[src/rtl/mdm_pkg.sv]
package mdm_pkg;
  localparam int unsigned FRAME_BITS = 64;
  localparam int unsigned SEL_W      = 4;
  localparam int unsigned HALF_W     = 6;
  localparam int unsigned ADDR_W     = 5;
  localparam int unsigned DATA_W     = 16;

  typedef enum logic [1:0] {
    REG_CFG   = 2'd0,
    REG_ADDR  = 2'd1,
    REG_WDATA = 2'd2,
    REG_CMD   = 2'd3
  } reg_sel_e;

  function automatic int unsigned ratio_of(input int unsigned idx);
    case (idx)
      0: return 4;    1: return 6;    2: return 8;    3: return 10;
      4: return 14;   5: return 20;   6: return 28;   7: return 36;
      8: return 40;   9: return 44;   10: return 48;  11: return 52;
      12: return 56;  13: return 60;  default: return 64;
    endcase
  endfunction

  function automatic logic [HALF_W-1:0] half_of(input logic [SEL_W-1:0] sel);
    int unsigned idx;
    idx = (sel == '0) ? 0 : int'(sel) - 1;
    return HALF_W'(ratio_of(idx) / 2);
  endfunction
endpackage

[src/rtl/mdm_clkgen.sv]
module mdm_clkgen
  import mdm_pkg::*;
(
  input  logic             clk,
  input  logic             rst_n,
  input  logic             run,
  input  logic             load,
  input  logic [SEL_W-1:0] sel,
  output logic             mdc,
  output logic             rise_p,
  output logic             fall_p
);
  logic [HALF_W-1:0] half_q;
  logic [HALF_W-1:0] cnt;
  logic              wrap;

  assign wrap   = run && (cnt == half_q - HALF_W'(1));
  assign rise_p = wrap && !mdc;
  assign fall_p = wrap && mdc;

  always_ff @(posedge clk or negedge rst_n) begin
    if (!rst_n) begin
      half_q <= HALF_W'(2);
      cnt    <= '0;
      mdc    <= 1'b0;
    end else begin
      if (load) half_q <= half_of(sel);
      if (!run) begin
        cnt <= '0;
        mdc <= 1'b0;
      end else if (wrap) begin
        cnt <= '0;
        mdc <= !mdc;
      end else begin
        cnt <= cnt + HALF_W'(1);
      end
    end
  end
endmodule

[src/rtl/mdm_frame.sv]
module mdm_frame
  import mdm_pkg::*;
(
  input  logic              clk,
  input  logic              rst_n,
  input  logic              abort,
  input  logic              start,
  input  logic              is_read,
  input  logic [ADDR_W-1:0] phy_addr,
  input  logic [ADDR_W-1:0] reg_addr,
  input  logic [DATA_W-1:0] wdata,
  input  logic              rise_p,
  input  logic              fall_p,
  input  logic              mdio_i,
  output logic              busy,
  output logic              mdio_o,
  output logic              mdio_oe,
  output logic [DATA_W-1:0] rd_data
);
  localparam int unsigned CNT_W   = $clog2(FRAME_BITS);
  localparam int unsigned DATA_LO = FRAME_BITS - DATA_W;
  localparam int unsigned TA_LO   = DATA_LO - 2;

  logic [FRAME_BITS-1:0] sreg;
  logic [CNT_W-1:0]      bit_cnt;
  logic [DATA_W-1:0]     rshift;
  logic                  rd_mode;
  logic [FRAME_BITS-1:0] frame;

  always_comb begin
    frame = {{32{1'b1}}, 2'b01,
             is_read ? 2'b10 : 2'b01,
             phy_addr, reg_addr,
             is_read ? 2'b11 : 2'b10,
             is_read ? {DATA_W{1'b0}} : wdata};
  end

  assign mdio_o = sreg[FRAME_BITS-1];

  always_ff @(posedge clk or negedge rst_n) begin
    if (!rst_n) begin
      sreg    <= '0;
      bit_cnt <= '0;
      rshift  <= '0;
      rd_mode <= 1'b0;
      busy    <= 1'b0;
      mdio_oe <= 1'b0;
      rd_data <= '0;
    end else if (abort) begin
      sreg    <= '0;
      bit_cnt <= '0;
      busy    <= 1'b0;
      mdio_oe <= 1'b0;
    end else if (!busy) begin
      if (start) begin
        sreg    <= frame;
        bit_cnt <= '0;
        rd_mode <= is_read;
        busy    <= 1'b1;
        mdio_oe <= 1'b1;
      end
    end else begin
      if (rise_p && rd_mode && (bit_cnt >= CNT_W'(DATA_LO)))
        rshift <= {rshift[DATA_W-2:0], mdio_i};
      if (fall_p) begin
        if (bit_cnt == CNT_W'(FRAME_BITS - 1)) begin
          busy    <= 1'b0;
          mdio_oe <= 1'b0;
          if (rd_mode) rd_data <= rshift;
        end else begin
          bit_cnt <= bit_cnt + CNT_W'(1);
          sreg    <= {sreg[FRAME_BITS-2:0], 1'b0};
          if (rd_mode && (bit_cnt == CNT_W'(TA_LO - 1))) mdio_oe <= 1'b0;
        end
      end
    end
  end
endmodule

[src/rtl/mdm_master.sv]
module mdm_master
  import mdm_pkg::*;
(
  input  logic        clk,
  input  logic        rst_n,
  input  logic        wr_en,
  input  logic [1:0]  wr_sel,
  input  logic [15:0] wr_data,
  output logic        busy,
  output logic [15:0] rd_data,
  output logic        mdc,
  output logic        mdio_o,
  output logic        mdio_oe,
  input  logic        mdio_i
);
  logic [SEL_W-1:0]    div_sel;
  logic                mgmt_rst;
  logic [2*ADDR_W-1:0] addr_q;
  logic                rd_cmd;
  logic                idle_ok;
  logic                start_wr;
  logic                start_rd;
  logic                rise_p;
  logic                fall_p;
  reg_sel_e            sel;

  assign sel      = reg_sel_e'(wr_sel);
  assign idle_ok  = !busy && !mgmt_rst;
  assign start_wr = wr_en && (sel == REG_WDATA) && idle_ok;
  assign start_rd = wr_en && (sel == REG_CMD) && wr_data[0] && !rd_cmd && idle_ok;

  always_ff @(posedge clk or negedge rst_n) begin
    if (!rst_n) begin
      div_sel  <= '0;
      mgmt_rst <= 1'b0;
      addr_q   <= '0;
      rd_cmd   <= 1'b0;
    end else if (wr_en) begin
      case (sel)
        REG_CFG: begin
          div_sel  <= wr_data[SEL_W-1:0];
          mgmt_rst <= wr_data[15];
        end
        REG_ADDR: addr_q <= wr_data[2*ADDR_W-1:0];
        REG_CMD:  if (idle_ok) rd_cmd <= wr_data[0];
        default: ;
      endcase
    end
  end

  mdm_clkgen u_clk (
    .clk    (clk),
    .rst_n  (rst_n),
    .run    (busy && !mgmt_rst),
    .load   (start_wr || start_rd),
    .sel    (div_sel),
    .mdc    (mdc),
    .rise_p (rise_p),
    .fall_p (fall_p)
  );

  mdm_frame u_frm (
    .clk      (clk),
    .rst_n    (rst_n),
    .abort    (mgmt_rst),
    .start    (start_wr || start_rd),
    .is_read  (start_rd),
    .phy_addr (addr_q[2*ADDR_W-1:ADDR_W]),
    .reg_addr (addr_q[ADDR_W-1:0]),
    .wdata    (wr_data),
    .rise_p   (rise_p),
    .fall_p   (fall_p),
    .mdio_i   (mdio_i),
    .busy     (busy),
    .mdio_o   (mdio_o),
    .mdio_oe  (mdio_oe),
    .rd_data  (rd_data)
  );
endmodule

[config.mk]
export PLATFORM = sky130hd
export DESIGN_NAME = mdm_master
export DESIGN_NICKNAME = d
export VERILOG_FILES = /design/src/rtl/mdm_pkg.sv /design/src/rtl/mdm_clkgen.sv /design/src/rtl/mdm_frame.sv /design/src/rtl/mdm_master.sv
export SDC_FILE = /design/constraint.sdc
export NUM_CORES = 1
export LEC_CHECK = 0
export BUFFER_PORTS_ARGS = -buffer_cell sky130_fd_sc_hd__buf_2
export CORE_MARGIN = 4
export CORE_UTILIZATION = 42
export DETAILED_ROUTE_END_ITERATION = 8
export GPL_TIMING_DRIVEN = 0
export PLACE_DENSITY = 0.71
export SETUP_SLACK_MARGIN = 0.15
export SYNTH_ARGS = -nofsm -noshare
export SYNTH_HDL_FRONTEND = slang
export SYNTH_SLANG_ARGS = --single-unit
[constraint.sdc]
create_clock -name clk -period 2.6 [get_ports clk]
set_input_delay 0.65 -clock clk [delete_from_list [all_inputs] [get_ports clk]]
set_output_delay 0.65 -clock clk [all_outputs]
set_load 0.005 [all_outputs]
==> summary.txt, run 1 <==
status - finished with violations
failing checks - setup timing
number of global-route vias before repair - 4,809
Crit Path Category - reg2reg
met3 GRT Util - 0.0462
CTS tree - yes
maximum vdd drop - 572 uV
Placer Congestion - 0.826
Hold Path Class - in2async
Initial Utilization - 0.437
share of power burned in registers - 0.381
initial antenna violation count - 0
P_int - 5.56 mW
share of cells above drive strength 1 - 0.440
Placed Area - 0.00664 sq mm
fraction of power spent switching nets - 0.331
Core ar. - 0.0141 sq mm
Power, Total - 8.31 mW
sequential fraction of the synthesis area - 0.545
GRT Total Usage - 0.180
# IOs - 42
die width - 129 um
CP required - 2.86 ns
die height - 129 um
RSZ-0062 raised after global routing - true
TritonCTS Buffers - 17
Final Cell Area - 0.00870 sq mm
Buffers on Ports - 41
top cells by area, synth - dfrtp_1, mux2_2, a211oi_1
Post-synth EDFFs - 0
clock period minus final worst setup slack - 2.68 ns
Worst setup SP type - flip-flop
clk_skew - 0.0110 ns
Layout Area Growth over Synthesis - 41.3%
Critical Path Fanout Max - 10
Via density - 6.02
largest net degree at the start of global routing - 71
synth unique cells - 59
top_reg_cell synth - dfrtp_1
max_slew headroom - 0.332
Synth Net Count - 572
Die ar. - 0.0167 sq mm
max-slew violations - 0
fillers - 1,039
Mapped Avg Cell Area - 11.3 sq um
first-pass GRT wire length - 24,000 um
synthesized flop and latch total - 134
Root Buffer - clkbuf_16
Layout Nets - 668
DRT iter0 DRCs - 356
GRT Residual Overflow - 0
ys async rst share - 1.00
met2 Use GR - 0.286
clock sinks - 134
synth cell count leaders - dfrtp_1, nor2_1, a211oi_1, o22ai_1, o21ai_0
Vias - 5,015
# setup viols final - 13
Pleak - 3.76 nW
post-synth top area share - 0.541
FMAX - 0.373 GHz
Final WS setup - -0.0804 ns
final hold vios - 0
FP Rows - 43
combinational share of power - 0.308
Post-Syn Area - 0.00615 sq mm
n_diodes - 0
clock transition at the registers of the reported paths - 0.06 ns
crit path DAT - 2.94 ns
Crit. End Element - flip-flop
DP Worst Slack - -0.258 ns
Post-Route WL - 16,700 um
Final TNS setup - -0.263 ns
most used routing layer - met2
Syn Inst Count - 544
clock buffer depth - 2
H-Tree Level Count - 4
Synthesis Warnings - 0
Clock Power Share - 0.311
Avg WL per Cell - 20.1 um
cts hold-fix bufs - 0
Clk Latency, worst-skew pair - 0.43 ns
biggest area consumer among synthesized cells - dfrtp_1
Max-Cap Viols - 0
count leader, synth - dfrtp_1
Tcrit/Tclk final - 1.03
Routed Antenna Nets - 0
DR DRC count - 0
DR pass1 iterations - 5
P per Cell Area - 956 mW/mm^2
dpl hpwl - 8790 um
Tightest Pin Transition - 0.999 ns
Net Sw Power - 2.75 mW
GRT met1 Usage - 0.240
[metrics by stage]
step	util	hold slack, ns	std cells
floorplan	-	0.354	544
global placement	0.469	0.461	765
detailed placement	0.471	0.469	766
CTS	0.554	0.227	822
global route	0.617	0.251	833
finish	0.617	0.220	833
[routing by layer]
layer	part of all wire	up-vias	wire, um
li1	-	2237	-
met1	0.40	2531	6770
met2	0.52	204	8660
met3	0.050	43	834
met4	0.027	0	456
met5	0	-	0
[repair_timing]
item,4_1_cts,5_1_grt
resized for setup,84,141
setup buffers,19,6
pin swaps,33,56
endpoints found under the setup margin,95,101
hold endpoints to repair,0,0
cloned,5,5
[critical path, cell delays in order (launching register included)]
cell,delay (ns)
dfrtp_1,0.45
ha_1,0.31
nand3_1,0.21
o21ai_1,0.41
nand3_2,0.31
clkbuf_2,0.29
buf_2,0.26
nor2_1,0.19
a211oi_2,0.08
[power groups by stage]
stage,combinational (mW),sequential (mW),clock (mW)
after floorplan,1.25,2.86,0
after global placement,1.53,2.94,0
after detailed placement,1.61,2.96,0
after CTS,1.87,2.94,2.62
after global routing,2.73,3.23,2.72
final,2.56,3.17,2.58
[layout by cell type, fill, tap and decap left out, types with 14 or more instances in the layout]
cell	count
nand2_1	25
dfrtp_1	133
buf_2	41
a211oi_2	34
mux2_4	27
o21ai_0	23
buf_6	18
clkbuf_16	21
o22ai_4	25
clkbuf_1	21
nor2_1	52
o2bb2ai_2	14
mux2_2	20
a22oi_1	15
[area by class of cell]
| cell class | instances | area (sq um) | share of cell area |
|---|---|---|---|
| flip-flops and latches | 134 | 3350 | 0.386 |
| clock buffers | 20 | 467 | 0.0537 |
| inverters | 8 | 30.0 | 0.00345 |
| clock inverters | 12 | 174 | 0.0200 |
| plain buffers | 39 | 308 | 0.0354 |
| multi-input cells | 364 | 3470 | 0.400 |
| repair buffers | 76 | 664 | 0.0764 |
| well taps | 180 | 225 | 0.0259 |
[registers in the layout, indices dropped and copies added (netlist names), 4 cells and up]
register and flops:
u_frm.sreg 64, addr_q 10, u_clk.half_q 6, div_sel 4, u_frm.rd_data 16, u_frm.bit_cnt 6, u_clk.cnt 6, u_frm.rshift 16
[cell families (layout without fill, tap and decap cells)]
kind of cell,count (synthesis),after routing,share of synthesized area
buffers and inverters,47,155,0.0346
adders and majority gates,6,6,0.0122
DFF,134,134,0.545
AOI/OAI and AO/OA,174,174,0.198
xor gates and xnor gates,12,12,0.0171
and+or+nand+nor,122,123,0.0982
muxes,49,49,0.0953
[final timing paths]
path	from	to	slack, ns	cells past startpoint
min in group clk	mdio_i	u_frm.rshift[0]	0.47	2
setup reg to reg	u_frm.bit_cnt[0]	u_frm.sreg[60]	-0.08	8
max in group asynchronous	rst_n	u_clk.half_q[1]	1.61	2
hold reg to reg	u_frm.rd_data[10]	u_frm.rd_data[10]	0.50	1
setup / recovery	u_frm.bit_cnt[0]	u_frm.sreg[60]	-0.08	8
hold / removal	rst_n	u_frm.sreg[52]	0.22	1
Power figures use the tool's default switching activity.
==> run 2: changes to the inputs <==
- SETUP_SLACK_MARGIN: 0.15 -> not set
==> summary.txt, run 2 (synthesized netlist as in run 1, its figures left out) <==
clock buffer depth - 2
clock sinks - 134
worst hold slack - 0.186 ns
FMAX - 0.387 GHz
Placed Area - 0.00663 sq mm
share of cells above drive strength 1 - 0.271
clock period minus final worst setup slack - 2.58 ns
CP Cell Sequence - inv_2 > ha_4 > nor2b_1 > or3_4 > a31oi_4 > buf_6 > nand3_2 > nor3_4 > buf_6 > mux2_1
commonest non-fill, non-tap cell in the layout - dfrtp_1
Placer Congestion - 0.838
clock transition at the registers of the reported paths - 0.06 ns
combinational share of power - 0.258
Power, Total - 7.08 mW
number of global-route vias before repair - 4,730
crit-path most repeated cell - buf_6
Die ar. - 0.0167 sq mm
Crit. End Element - flip-flop
# IOs - 42
DR pass1 iterations - 5
Util after Layout - 0.532
DR DRC count - 0
Post-Route WL - 13,800 um
GRT Total Usage - 0.175
Clock Power Share - 0.327
CP required - 2.89 ns
end of the worst register-to-register path - u_frm.rd_data[7]
cts hold-fix bufs - 0
Critical Path Fanout Max - 10
Buffers on Ports - 41
status - finished clean
Net Sw Power - 2.29 mW
Hold Path Class - in2async
Final TNS setup - 0 ns
Core ar. - 0.0141 sq mm
initial antenna violation count - 0
max reg flops - 64
Root Buffer - clkbuf_16
die width - 129 um
Via density - 5.73
Layout Area Growth over Synthesis - 21.8%
TritonCTS Buffers - 17
H-Tree Level Count - 4
most frequent cells in the layout - dfrtp_1, nor2_1, buf_2
Top Registers - u_frm.sreg x64, u_frm.rd_data x16, u_frm.rshift x16
max incr delay on CP - 0.54 ns
Levels on crit path - 10
largest net degree at the start of global routing - 80
DP Worst Slack - -0.245 ns
final hold vios - 0
Final WS setup - 0.0166 ns
placed cells - 766
maximum vdd drop - 613 uV
Layout Nets - 650
clk_skew - 0.0108 ns
Crit Path Category - reg2reg
Buf/Inv on CP - 3
max_slew headroom - 0.398
share of power burned in registers - 0.415
Max-Cap Viols - 0
Pleak - 3.39 nW
Final Cell Area - 0.00750 sq mm
cell family with most CP delay - simple AND/OR/NAND/NOR gates
Initial Utilization - 0.437
fraction of power spent switching nets - 0.323
first-pass GRT wire length - 23,500 um
RSZ-0062 raised after global routing - true
DRT iter0 DRCs - 414
crit path DAT - 2.88 ns
# setup viols final - 0
Worst setup SP type - flip-flop
Tightest Pin Transition - 0.901 ns
CTS tree - yes
Finished Layout Cells - 815
die height - 129 um
dpl hpwl - 9100 um
Routed Antenna Nets - 0
n_diodes - 0
P per Cell Area - 944 mW/mm^2
Avg WL per Cell - 17.0 um
FP Rows - 43
Tcrit/Tclk final - 0.994
Vias - 4,671
worst-case reg-to-reg path depth - 10
Top reg by flops - u_frm.sreg
Slowest cell on crit path - dfstp_2
P_int - 4.79 mW
slack of the worst reg-to-reg path - 0.02 ns
GRT Residual Overflow - 0
worst r2r src - u_clk.half_q[1]
Critical Path Source - u_clk.half_q[1]
max-slew violations - 0
crit path capture - u_frm.rd_data[7]
Clk Latency, worst-skew pair - 0.42 ns
run 2: cell type report:
type / instances / area (sq um)
plain buffers: 39 / 231
clock buffers: 19 / 453
clock inverters: 13 / 125
fillers: 1199 / 6600
inverters: 8 / 30.0
multi-input cells: 363 / 2680
flip-flops and latches: 134 / 3350
well taps: 180 / 225
repair buffers: 59 / 394
run 2: worst min-delay path by stage:
stage,start,end,slack (ns),cells after the start
finish,rst_n,u_frm.sreg[50],0.19,1
global placement,u_frm.rd_data[13],u_frm.rd_data[13],0.46,1
global route,rst_n,u_frm.sreg[63],0.22,1
detailed placement,u_frm.rd_data[14],u_frm.rd_data[14],0.47,1
CTS,rst_n,u_frm.sreg[50],0.20,1
floorplan,rst_n,addr_q[0],0.35,0
run 2: power groups by stage:
stage          Combinational, mW  Clock [mW]  Sequential (mW)
6_report                    1.83        2.31             2.94
5_1_grt                     2.02        2.46             3.00
4_1_cts                     1.76        2.36             2.93
3_5_place_dp                1.61           0             2.96
3_3_place_gp                1.51           0             2.93
2_1_floorplan               1.24           0             2.86
run 2: what timing repair did:
action	in CTS	in global routing
pin swaps	11	7
resized for setup	17	28
gates cloned	1	0
endpoints found under the hold margin	0	0
endpoints found under the setup margin	77	95
buffers inserted	14	2
run 2: metal layers:
layer	global-route usage	wire length, um	part of all wire	up-vias
li1	-	-	-	2191
met1	0.242	6200	0.45	2332
met2	0.273	6840	0.49	125
met3	0.0433	622	0.045	23
met4	0.0574	177	0.013	0
met5	0	0	0	-
==> run 3: changes to the inputs <==
- BUFFER_PORTS_ARGS: -buffer_cell sky130_fd_sc_hd__buf_2 -> not set
- DONT_BUFFER_PORTS: not set -> 1
- PLACE_DENSITY: 0.71 -> 0.69
==> summary.txt, run 3 (synthesized netlist as in run 1, its figures left out) <==
failing checks - hold timing, setup timing
TritonCTS Buffers - 17
Top reg by flops - u_frm.sreg
clock period minus final worst setup slack - 2.62 ns
fraction of power spent switching nets - 0.311
# IOs - 42
Tightest Pin Transition - 0.914 ns
Top Registers - u_frm.sreg x64, u_frm.rd_data x16, u_frm.rshift x16
most used routing layer - met2
largest net degree at the start of global routing - 135
clock sinks - 134
maximum vdd drop - 551 uV
CTS tree - yes
CP required - 2.89 ns
Worst setup SP type - flip-flop
combinational share of power - 0.255
Vias - 4,542
max-slew violations - 0
Die ar. - 0.0167 sq mm
Layout Nets - 612
Post-Route WL - 13,900 um
first-pass GRT wire length - 22,600 um
Clock Power Share - 0.325
Pleak - 3.24 nW
Power, Total - 7.02 mW
DR DRC count - 0
max_slew headroom - 0.389
Crit Path Category - reg2reg
Layout Area Growth over Synthesis - 20.6%
placed cells - 724
status - finished with violations
n_diodes - 0
dpl hpwl - 8720 um
Finished Layout Cells - 776
Tcrit/Tclk final - 1.01
Avg WL per Cell - 17.8 um
DRT iter0 DRCs - 290
DR pass1 iterations - 4
end of the worst register-to-register path - u_frm.rshift[9]
most frequent cells in the layout - dfrtp_1, nor2_1, o22ai_1
Root Buffer - clkbuf_16
die width - 129 um
final hold vios - 133
Initial Utilization - 0.437
H-Tree Level Count - 4
FP Rows - 43
Via density - 5.85
Max-Cap Viols - 0
Clk Latency, worst-skew pair - 0.42 ns
Final TNS setup - -0.0552 ns
clock buffer depth - 2
share of power burned in registers - 0.420
die height - 129 um
fillers - 1,186
Crit. End Element - flip-flop
FMAX - 0.382 GHz
initial antenna violation count - 0
slack of the worst reg-to-reg path - -0.02 ns
GRT Residual Overflow - 0
clock transition at the registers of the reported paths - 0.06 ns
Placer Congestion - 0.867
RSZ-0062 raised after global routing - true
Hold Path Class - in2async
Routed Antenna Nets - 0
Final WS setup - -0.0162 ns
number of global-route vias before repair - 4,601
commonest non-fill, non-tap cell in the layout - dfrtp_1
P per Cell Area - 946 mW/mm^2
clk_skew - 0.0114 ns
GRT Total Usage - 0.169
Util after Layout - 0.527
share of cells above drive strength 1 - 0.252
Net Sw Power - 2.18 mW
max reg flops - 64
met3 GRT Util - 0.0528
worst-case reg-to-reg path depth - 9
crit path DAT - 2.91 ns
Buffers on Ports - 0
worst hold slack - -0.0594 ns
# setup viols final - 5
GRT met1 Usage - 0.214
met2 Use GR - 0.275
worst r2r src - u_clk.half_q[1]
Critical Path Fanout Max - 5
P_int - 4.84 mW
Core ar. - 0.0141 sq mm
## run 3: how the worst max path moves through the flow
stage / from / to / slack [ns] / depth (start not counted)
after floorplan: u_clk.half_q[1] / u_frm.rshift[10] / 0.02 / 10
after global placement: u_clk.half_q[1] / u_frm.sreg[9] / -0.20 / 10
after detailed placement: u_clk.half_q[1] / u_frm.sreg[10] / -0.29 / 10
after CTS: u_clk.half_q[1] / u_frm.sreg[10] / -0.02 / 9
after global routing: u_clk.half_q[1] / u_frm.rshift[9] / -0.08 / 9
final: u_clk.half_q[1] / u_frm.rshift[9] / -0.02 / 9
## run 3: cell type report
class	instances	area, sq um	area share
plain buffers	37	238	0.0320
clock buffers	24	502	0.0676
clock inverters	7	68.8	0.00927
inverters	8	30.0	0.00404
multi-input cells	363	2800	0.378
flip-flops and latches	134	3360	0.452
well taps	180	225	0.0303
repair buffers	23	201	0.0271
## run 3: per-stage QoR
stage | worst slack (ns) | cell area, sq um
6_report | -0.0162 | 7420
5_1_grt | -0.0847 | 7420
4_1_cts | -0.0189 | 7160
3_5_place_dp | -0.294 | 6390
3_3_place_gp | -0.196 | 6390
2_1_floorplan | 0.0164 | 6170
## run 3: layer usage
layer	share of wire	wire length, um	up-vias
met5	0	0	-
met4	0.023	312	0
met3	0.054	741	33
met2	0.48	6690	132
met1	0.44	6110	2275
li1	-	-	2102
## run 3: repair_timing
item                                   4_1_cts  5_1_grt
cloned                                       1        1
gates resized for setup                     31       49
buffers inserted                            11       10
setup endpoints to repair                   81       89
pin swaps                                    7       16
endpoints found under the hold margin      133      133
## run 3: worst max-delay path, cell delays in order, from the launching register on
cell and delay, ns:
dfstp_2 0.54, inv_2 0.05, ha_4 0.16, nor2b_1 0.12, or3_4 0.34, a31oi_4 0.34
nand2_2 0.09, or3_4 0.38, clkbuf_16 0.18, mux2_4 0.29
## run 3: power by group through the flow
stage / registers, mW / logic [mW] / clock network (mW)
floorplan: 2.86 / 1.24 / 0
global placement: 2.94 / 1.44 / 0
detailed placement: 2.97 / 1.51 / 0
CTS: 2.94 / 1.66 / 2.33
global route: 3.01 / 1.97 / 2.43
finish: 2.95 / 1.79 / 2.28
